--- src/rtl/mute_pkg.sv ---
package mute_pkg;

  typedef enum logic [1:0] {
    GAIN_UNITY = 2'd0,
    GAIN_QUART = 2'd1,
    GAIN_SILENT = 2'd2
  } gain_t;

  localparam logic [7:0] CODE_UNITY  = 8'h01;
  localparam logic [7:0] CODE_QUART  = 8'h02;
  localparam logic [7:0] CODE_SILENT = 8'h03;

endpackage

--- src/rtl/mute_cmd_decode.sv ---
module mute_cmd_decode
  import mute_pkg::*;
#(
  parameter int CMD_W = 8
) (
  input  logic [CMD_W-1:0] code,
  output logic             code_ok,
  output gain_t            code_gain
);

  always_comb begin
    code_ok   = 1'b1;
    code_gain = GAIN_UNITY;
    case (code)
      CMD_W'(CODE_UNITY):  code_gain = GAIN_UNITY;
      CMD_W'(CODE_QUART):  code_gain = GAIN_QUART;
      CMD_W'(CODE_SILENT): code_gain = GAIN_SILENT;
      default:             code_ok   = 1'b0;
    endcase
  end

endmodule

--- src/rtl/mute_zc_detect.sv ---
module mute_zc_detect #(
  parameter int DATA_W  = 16,
  parameter int ZC_BITS = 7
) (
  input  logic [DATA_W-1:0] smp,
  output logic              zc
);

  localparam int TOP = DATA_W - 1;

  logic [ZC_BITS-1:0] head;

  always_comb begin
    head = smp[TOP -: ZC_BITS];
    zc   = (&head) | ~(|head);
  end

endmodule

--- src/rtl/mute_gain_apply.sv ---
module mute_gain_apply
  import mute_pkg::*;
#(
  parameter int DATA_W    = 16,
  parameter int ATT_SHIFT = 2
) (
  input  logic [DATA_W-1:0] smp,
  input  gain_t             gain,
  output logic [DATA_W-1:0] scaled
);

  logic signed [DATA_W-1:0] smp_s;

  always_comb begin
    smp_s = $signed(smp);
    case (gain)
      GAIN_QUART:  scaled = DATA_W'(smp_s >>> ATT_SHIFT);
      GAIN_SILENT: scaled = '0;
      default:     scaled = smp;
    endcase
  end

endmodule

--- src/rtl/mute_zc_atten.sv ---
module mute_zc_atten
  import mute_pkg::*;
#(
  parameter int DATA_W    = 16,
  parameter int CMD_W     = 8,
  parameter int ZC_BITS   = 7,
  parameter int ATT_SHIFT = 2
) (
  input  logic              clk,
  input  logic              rst_n,
  input  logic              smp_vld,
  input  logic [DATA_W-1:0] smp_in,
  input  logic              cmd_vld,
  input  logic [CMD_W-1:0]  cmd_code,
  output logic              out_vld,
  output logic [DATA_W-1:0] smp_out
);

  // reset synchronizer: asynchronous assert, synchronous release
  logic [1:0] rst_pipe;
  logic       rst_s_n;

  always_ff @(posedge clk or negedge rst_n) begin
    if (!rst_n) rst_pipe <= 2'b00;
    else        rst_pipe <= {rst_pipe[0], 1'b1};
  end
  assign rst_s_n = rst_pipe[1];

  // sub-blocks
  logic              code_ok;
  gain_t             code_gain;
  logic              zc_hit;
  gain_t             eff_gain;
  logic [DATA_W-1:0] scaled;

  mute_cmd_decode #(.CMD_W(CMD_W)) u_dec (
    .code      (cmd_code),
    .code_ok   (code_ok),
    .code_gain (code_gain)
  );

  mute_zc_detect #(.DATA_W(DATA_W), .ZC_BITS(ZC_BITS)) u_zc (
    .smp (smp_in),
    .zc  (zc_hit)
  );

  mute_gain_apply #(.DATA_W(DATA_W), .ATT_SHIFT(ATT_SHIFT)) u_apply (
    .smp    (smp_in),
    .gain   (eff_gain),
    .scaled (scaled)
  );

  // state
  gain_t             cur_gain, cur_gain_n;
  gain_t             pend_gain, pend_gain_n;
  logic              pend_vld, pend_vld_n;
  logic              commit;
  logic [DATA_W-1:0] out_q, out_n;
  logic              vld_q, vld_n;

  always_comb begin
    commit      = smp_vld & pend_vld & zc_hit;
    eff_gain    = commit ? pend_gain : cur_gain;
    cur_gain_n  = smp_vld ? eff_gain : cur_gain;
    pend_vld_n  = pend_vld;
    pend_gain_n = pend_gain;
    if (cmd_vld && code_ok) begin
      pend_vld_n  = 1'b1;
      pend_gain_n = code_gain;
    end else if (commit) begin
      pend_vld_n  = 1'b0;
    end
    out_n = smp_vld ? scaled : out_q;
    vld_n = smp_vld;
  end

  always_ff @(posedge clk or negedge rst_s_n) begin
    if (!rst_s_n) begin
      cur_gain  <= GAIN_UNITY;
      pend_gain <= GAIN_UNITY;
      pend_vld  <= 1'b0;
      out_q     <= '0;
      vld_q     <= 1'b0;
    end else begin
      cur_gain  <= cur_gain_n;
      pend_gain <= pend_gain_n;
      pend_vld  <= pend_vld_n;
      out_q     <= out_n;
      vld_q     <= vld_n;
    end
  end

  assign out_vld = vld_q;
  assign smp_out = out_q;

  // strobe follows one cycle later
  a_r2_vld_follows: assert property (@(posedge clk) disable iff (!rst_s_n)
    smp_vld |=> out_vld);
  a_r2_vld_idle: assert property (@(posedge clk) disable iff (!rst_s_n)
    !smp_vld |=> !out_vld);
  // muted sample leaves as zero
  a_r5_mute_zero: assert property (@(posedge clk) disable iff (!rst_s_n)
    (smp_vld && eff_gain == GAIN_SILENT) |=> (smp_out == '0));
  // active gain moves only on a zero-cross sample with a request pending
  a_r7_gain_only_at_zc: assert property (@(posedge clk) disable iff (!rst_s_n)
    !(smp_vld && zc_hit && pend_vld) |=> $stable(cur_gain));
  // an unknown code leaves the request untouched
  a_r9_bad_code_ignored: assert property (@(posedge clk) disable iff (!rst_s_n)
    (cmd_vld && !code_ok && !commit) |=> ($stable(pend_vld) && $stable(pend_gain)));
  // output word holds without a sample
  a_r11_hold: assert property (@(posedge clk) disable iff (!rst_s_n)
    !smp_vld |=> $stable(smp_out));

endmodule

--- config.mk ---
export PLATFORM = sky130hd
export DESIGN_NAME = mute_zc_atten
export DESIGN_NICKNAME = d
export VERILOG_FILES = /design/src/rtl/mute_pkg.sv /design/src/rtl/mute_cmd_decode.sv /design/src/rtl/mute_zc_detect.sv /design/src/rtl/mute_gain_apply.sv /design/src/rtl/mute_zc_atten.sv
export SDC_FILE = /design/constraint.sdc
export NUM_CORES = 1
export LEC_CHECK = 0
export BUFFER_PORTS_ARGS = -buffer_cell sky130_fd_sc_hd__buf_4
export CORE_MARGIN = 4
export CORE_UTILIZATION = 42
export CTS_BUF_LIST = sky130_fd_sc_hd__clkbuf_16
export CTS_CLUSTER_SIZE = 40
export DETAILED_ROUTE_END_ITERATION = 7
export PLACE_DENSITY_LB_ADDON = 0.15
export SLEW_MARGIN = 30
export SYNTH_ARGS = -nofsm -noshare
export SYNTH_HDL_FRONTEND = slang
export SYNTH_SLANG_ARGS = --single-unit
--- constraint.sdc ---
create_clock -name clk -period 0.8 [get_ports clk]
set_input_delay 0.16 -clock clk [delete_from_list [all_inputs] [get_ports clk]]
set_output_delay 0.16 -clock clk [all_outputs]
set_load 0.05 [all_outputs]
==> results_dict.tcl, run 1 <==
set metrics [dict create \
    synth.distinct_cells 22 \
    drc_errors 0 \
    synthTopCellsByCount "dfrtp_1 (24), a21oi_1 (23), nor2_1 (22)" \
    cts_tree "built" \
    yosys.area.top_type "dfrtp_1" \
    via_per_inst 5.45 \
    initial_core_util_pct 44.3 \
    layout_setup_ws_ns -1.07 \
    first_pass_iters 4 \
    pwr_density_cell_mw_per_mm2 1840 \
    ys_seq_area_share_pct 54.7 \
    die_w_um 59.1 \
    synth_top_family_by_area "compound AO/OA/AOI/OAI gates" \
    crit_fanout 22 \
    diodes 0 \
    max_freq_mhz 536 \
    row_count 18 \
    htreeDepth 1 \
    grt_max_degree 34 \
    wire_per_inst_um 16.4 \
    dp_cells 194 \
    via_count 1150 \
    dp_hpwl_mm 2.01 \
    post_synth_inst_count 116 \
    critPathTopFamily "simple AND/OR/NAND/NOR gates" \
    track_usage_pct 19.4 \
    outcome "complete, but fails checks" \
    clock_latency_ns 0.25 \
    ys_ff_latch 24 \
    initialDrtViolationCount 71 \
    cp_common_cell "a21oi_1" \
    fin_setup_tns_ns -20.62 \
    clkTransAtPathRegs_ns 0.06 \
    setup_violations 37 \
    port_buffers 44 \
    crit_arrival_ns 1.99 \
    routed_wirelength_mm 3.47 \
    cap_violations 0 \
    drive_gt1_share_pct 50.8 \
    min_period_ns 1.87 \
    required_ns 0.93 \
    synthMuxAreaShare_pct 3.99 \
    min_path_type "in -> reg" \
    fin_worst_skew_ns 0.00207 \
    synth_fa_ha_area_share_pct 1.14 \
    cp_slowest_stage_delay_ns 0.34 \
    synth_async_sr_flop_share_pct 100 \
    synthXorXnorAreaFrac_pct 0 \
    whs_ns 0.0815 \
    antenna_found_initial 0 \
    drtAntennaViolNets 0 \
    cp-start-kind "primary input" \
    syn-cell-area_mm2 0.00110 \
    yosys_warnings 0 \
    clockRootBuffer "clkbuf_16" \
    yosys-top-cells-area "dfrtp_1 (55%), a21oi_1 (10%), nor2_1 (7.5%)" \
    chipHeight_um 59.1 \
    final_net_count 211 \
    slew_viol_final 0 \
    grt-ovfl-total 0 \
    yosys.area_share.simple_pct 15.5 \
    cp-end-kind "flip-flop" \
    synth_compound_area_share_pct 20.8 \
    r2r_slack_ns -1.04 \
    grt_pass1_wl_mm 5.09 \
    violations "setup timing" \
    gp_congestion 0.856 \
    fin_crit_sh_pct 233 \
    final_cells 211 \
    yosysMostFrequentCell "dfrtp_1" \
    fillers 165 \
    yosys_most_used_dff "dfrtp_1" \
    dieArea_mm2 0.00350 \
    critPathKind "in -> reg" \
    synth_edf_count 0 \
    grt_pass1_vias 1111 \
    rsz0062_at_grt "true" \
    area_delta_synth_final_pct 76.1 \
    synth_top_area_share_pct 54.7 \
    cpMaxStageDelayCell "mux2_4" \
    cp_num_buf_inv 2 \
    core_area_mm2 0.00248 \
    crit_chain "buf_8 > nor4_4 > nand2_2 > a21oi_4 > mux2_4 > ha_4 > buf_12 > nor2_1 > a21oi_1 > a21oi_1" \
    clockBufferDepth 2 \
    leakagePower_uw 0.000876 \
    cts_buffers 3 \
    pin_count 45 \
    hold_viol 0 \
    vdd_drop_max_uv 1570 \
    syn-mean-instance-area_um2 9.47 \
    clock_sinks 24 \
    synth_fp_nets 145 \
]
per-layer routing:
layer	vias up	track usage, %	routed length [um]
li1	536	-	-
met3	4	5.01	322
met5	-	0	0
met1	549	23.4	1260
met2	61	33.4	1860
met4	0	6.47	29
per-stage QoR:
| step | setup WS, ns | cell area [um^2] | util [%] | power [uW] |
|---|---|---|---|---|
| finish | -1.07 | 1930 | 78.1 | 3560 |
| global route | -1.12 | 1930 | 78.1 | 3720 |
| CTS | -0.978 | 1820 | 73.4 | 3480 |
| detailed placement | -1.52 | 1570 | 63.3 | 2270 |
| global placement | -1.45 | 1570 | 63.3 | 2250 |
| floorplan | -1.11 | 1160 | - | 1910 |
worst reg2reg max path, stage by stage (launching register included):
cell and delay [ns]:
dfrtp_1 0.36, nand2_2 0.07, a21oi_4 0.18, mux2_4 0.34, ha_4 0.30, buf_12 0.15, nor2_1 0.08, a21oi_1 0.15
a21oi_1 0.09
state kept, by name, summed over array words and instances (netlist names):
name	cells
cur_gain	2
smp_out	16
pend_vld	1
rst_pipe	2
pend_gain	2
out_vld	1
layout by cell type, fill, tap and decap left out, types with 3 or more instances in the layout:
cell	n
buf_4	42
dfrtp_1	24
nor2_1	21
buf_6	21
a21oi_1	20
a22oi_1	7
nand2_1	6
a21oi_2	3
clkbuf_16	3
buf_12	3
final timing paths:
check,startpoint,endpoint,cells after the start
max,smp_in[11],smp_out[10]$_DFFE_PN0P_,10
min,cmd_code[0],pend_gain[0]$_DFFE_PN0P_,2
max reg2reg,pend_vld$_DFFE_PN0P_,smp_out[10]$_DFFE_PN0P_,8
min reg2reg,rst_pipe[1]$_DFF_PN0_,smp_out[7]$_DFFE_PN0P_,1
max in group asynchronous,rst_pipe[1]$_DFF_PN0_,smp_out[4]$_DFFE_PN0P_,1
min in group asynchronous,rst_pipe[1]$_DFF_PN0_,smp_out[7]$_DFFE_PN0P_,1
area by class of cell:
class / instances / area (um^2) / area share (%)
timing repair buffer: 68 / 637 / 32.9
sequential: 24 / 601 / 31.0
multi-input combinational: 83 / 573 / 29.6
clock buffer: 3 / 75.1 / 3.88
tap: 30 / 37.5 / 1.94
inverter: 2 / 7.51 / 0.388
clock inverter: 1 / 3.75 / 0.194
cell families (layout without fill, tap and decap cells):
kind of cell               count (synthesis)  in the layout
AOI/OAI and AO/OA                         38             38
adders and majority gates                  1              1
buffers and inverters                     10             74
DFF                                       24             24
muxes                                      4              4
other                                      1              1
and+or+nand+nor                           38             39
power breakdown:
part,internal [uW],total (uW),switching [uW]
combinational,486,1080,592
clock,668,1080,412
sequential,1320,1400,78.5
timing repair:
item | 4_1_cts | 5_1_grt
buffers inserted | 3 | 9
setup endpoints to repair | 37 | 38
hold buffers | 1 | 0
pin swaps | 3 | 8
gates cloned | 1 | 0
endpoints found under the hold margin | 2 | 0
resized for setup | 30 | 14
Note: power is estimated with default switching activity, not from simulation.
==> inputs of run 2 (changes only) <==
--- a/config.mk
+++ b/config.mk
@@ -12,6 +12,7 @@
 export CTS_CLUSTER_SIZE = 40
 export DETAILED_ROUTE_END_ITERATION = 7
 export PLACE_DENSITY_LB_ADDON = 0.15
+export SKIP_CTS_REPAIR_TIMING = 1
 export SLEW_MARGIN = 30
 export SYNTH_ARGS = -nofsm -noshare
 export SYNTH_HDL_FRONTEND = slang
==> run 2 against run 1 <==
  * The flow still finishes with violations (setup timing)
  * First-iteration DRC count shrank 4.2%
  * Wire length rose by 1.6%
  * Clock power is essentially flat
  * Critical path depth did not move
  * Sequential share of layout area barely moved
  * Utilization grew 0.051 points
  * Flip-flop and latch count stayed put
==> results_dict.tcl, run 2 (synthesis gave the netlist of run 1 again) <==
set metrics [dict create \
    r2r_end "smp_out[4]$_DFFE_PN0P_" \
    cp-end-kind "flip-flop" \
    largest_reg_flops 16 \
    layout_setup_ws_ns -1.13 \
    cpMaxStageDelayCell "nor4_4" \
    antenna_found_initial 0 \
    clockRootBuffer "clkbuf_16" \
    slew_viol_final 0 \
    required_ns 0.97 \
    via_per_inst 5.56 \
    min_path_type "in -> reg" \
    utilization_pct 78.1 \
    final_net_count 210 \
    violations "setup timing" \
    drc_errors 0 \
    cp_slowest_stage_delay_ns 0.33 \
    worstSetupStartpoint "smp_in[11]" \
    cp_num_buf_inv 2 \
    grt_use_met2_pct 28.9 \
    routed_wirelength_mm 3.53 \
    pin_count 45 \
    chipHeight_um 59.1 \
    wire_per_inst_um 16.8 \
    rsz0062_at_grt "true" \
    r2r_slack_ns -1.07 \
    critPathTopFamily "simple AND/OR/NAND/NOR gates" \
    dieArea_mm2 0.00350 \
    min_period_ns 1.93 \
    grt_util_met1_pct 20.8 \
    crit_arrival_ns 2.10 \
    area_delta_synth_final_pct 76.2 \
    vdd_drop_max_uv 1530 \
    placed_cell_area_mm2 0.00157 \
    htreeDepth 1 \
    drive_gt1_share_pct 50.6 \
    worstReg2RegStart "pend_vld$_DFFE_PN0P_" \
    rr_worst_depth 8 \
    grt_max_degree 34 \
    fin_crit_sh_pct 241 \
    crit_fanout 5 \
    clock_sinks 24 \
    critPathKind "in -> reg" \
    setup_violations 37 \
    diodes 0 \
    final_cell_mix "buf_4 (41), dfrtp_1 (24), nor2_1 (22)" \
    grt-ovfl-total 0 \
    gp_congestion 0.856 \
    finalInstanceArea_mm2 0.00194 \
    hold_viol 0 \
    grt_pass1_vias 1041 \
    max_freq_mhz 518 \
    initialDrtViolationCount 68 \
    crit_end "smp_out[4]$_DFFE_PN0P_" \
    drtAntennaViolNets 0 \
    track_usage_pct 17.0 \
    crit_chain "buf_8 > nor4_4 > nand2_2 > a21oi_4 > mux2_4 > ha_4 > buf_4 > nor2b_4 > a22oi_1 > a21oi_1" \
    fin_worst_skew_ns 0.00151 \
    use_met3_pct 4.58 \
    whs_ns 0.0822 \
    port_buffers 44 \
    die_w_um 59.1 \
    row_count 18 \
    grt_pass1_wl_mm 4.52 \
    final_cells 210 \
    clkTransAtPathRegs_ns 0.06 \
    path_depth 10 \
    clock_latency_ns 0.26 \
    outcome "complete, but fails checks" \
    clockBufferDepth 2 \
    pwr_density_cell_mw_per_mm2 1840 \
    dp_cells 194 \
    final_common_cell "buf_4" \
    leakagePower_uw 0.000873 \
    place_ws_ns -1.52 \
    grt_busiest_layer "met2" \
    first_pass_iters 4 \
    cts_tree "built" \
    core_area_mm2 0.00248 \
    cp-start-kind "primary input" \
    via_count 1168 \
    cts_buffers 3 \
    initial_core_util_pct 44.3 \
    cap_violations 0 \
    dp_hpwl_mm 2.01 \
]
-- run 2: layer usage --
| metal | wire [um] | up-vias |
|---|---|---|
| met3 | 326 | 11 |
| met4 | 98 | 0 |
| li1 | - | 534 |
| met2 | 1790 | 70 |
| met5 | 0 | - |
| met1 | 1310 | 553 |
-- run 2: metrics by stage --
stage / power, uW / TNS, ns
finish: 3560 / -21.03
global route: 3720 / -22.53
CTS: 3350 / -22.47
detailed placement: 2270 / -24.66
global placement: 2250 / -23.56
floorplan: 1910 / -17.83
-- run 2: layout make-up --
type	instances	area, um^2
Clock buffer	3	75.1
Clock inverter	1	3.75
Fill cell	154	542
Inverter	2	7.51
Multi-Input combinational cell	83	577
Sequential cell	24	601
Tap cell	30	37.5
Timing Repair Buffer	67	634
-- run 2: worst min path at each step --
stage / from / endpoint / slack (ns) / cells after the start
floorplan: rst_n / rst_pipe[0]$_DFF_PN0_ / -0.14 / 0
global placement: rst_n / rst_pipe[1]$_DFF_PN0_ / -0.06 / 1
detailed placement: rst_n / rst_pipe[0]$_DFF_PN0_ / -0.06 / 1
CTS: rst_n / rst_pipe[0]$_DFF_PN0_ / -0.33 / 1
global route: cmd_code[0] / pend_gain[0]$_DFFE_PN0P_ / 0.09 / 2
finish: cmd_code[0] / pend_gain[0]$_DFFE_PN0P_ / 0.08 / 2
-- run 2: worst reg2reg max path: stages (launching register included) --
cell and delay [ns]:
dfrtp_1 0.36, nand2_2 0.07, a21oi_4 0.16, mux2_4 0.33, ha_4 0.27, buf_4 0.16, nor2b_4 0.16, a22oi_1 0.09
a21oi_1 0.17
-- run 2: report_power, final --
group / internal (uW) / switching (uW) / leakage, uW
Clock: 668 / 405 / 0.0000385
Combinational: 489 / 599 / 0.000556
Sequential: 1320 / 80.7 / 0.000279
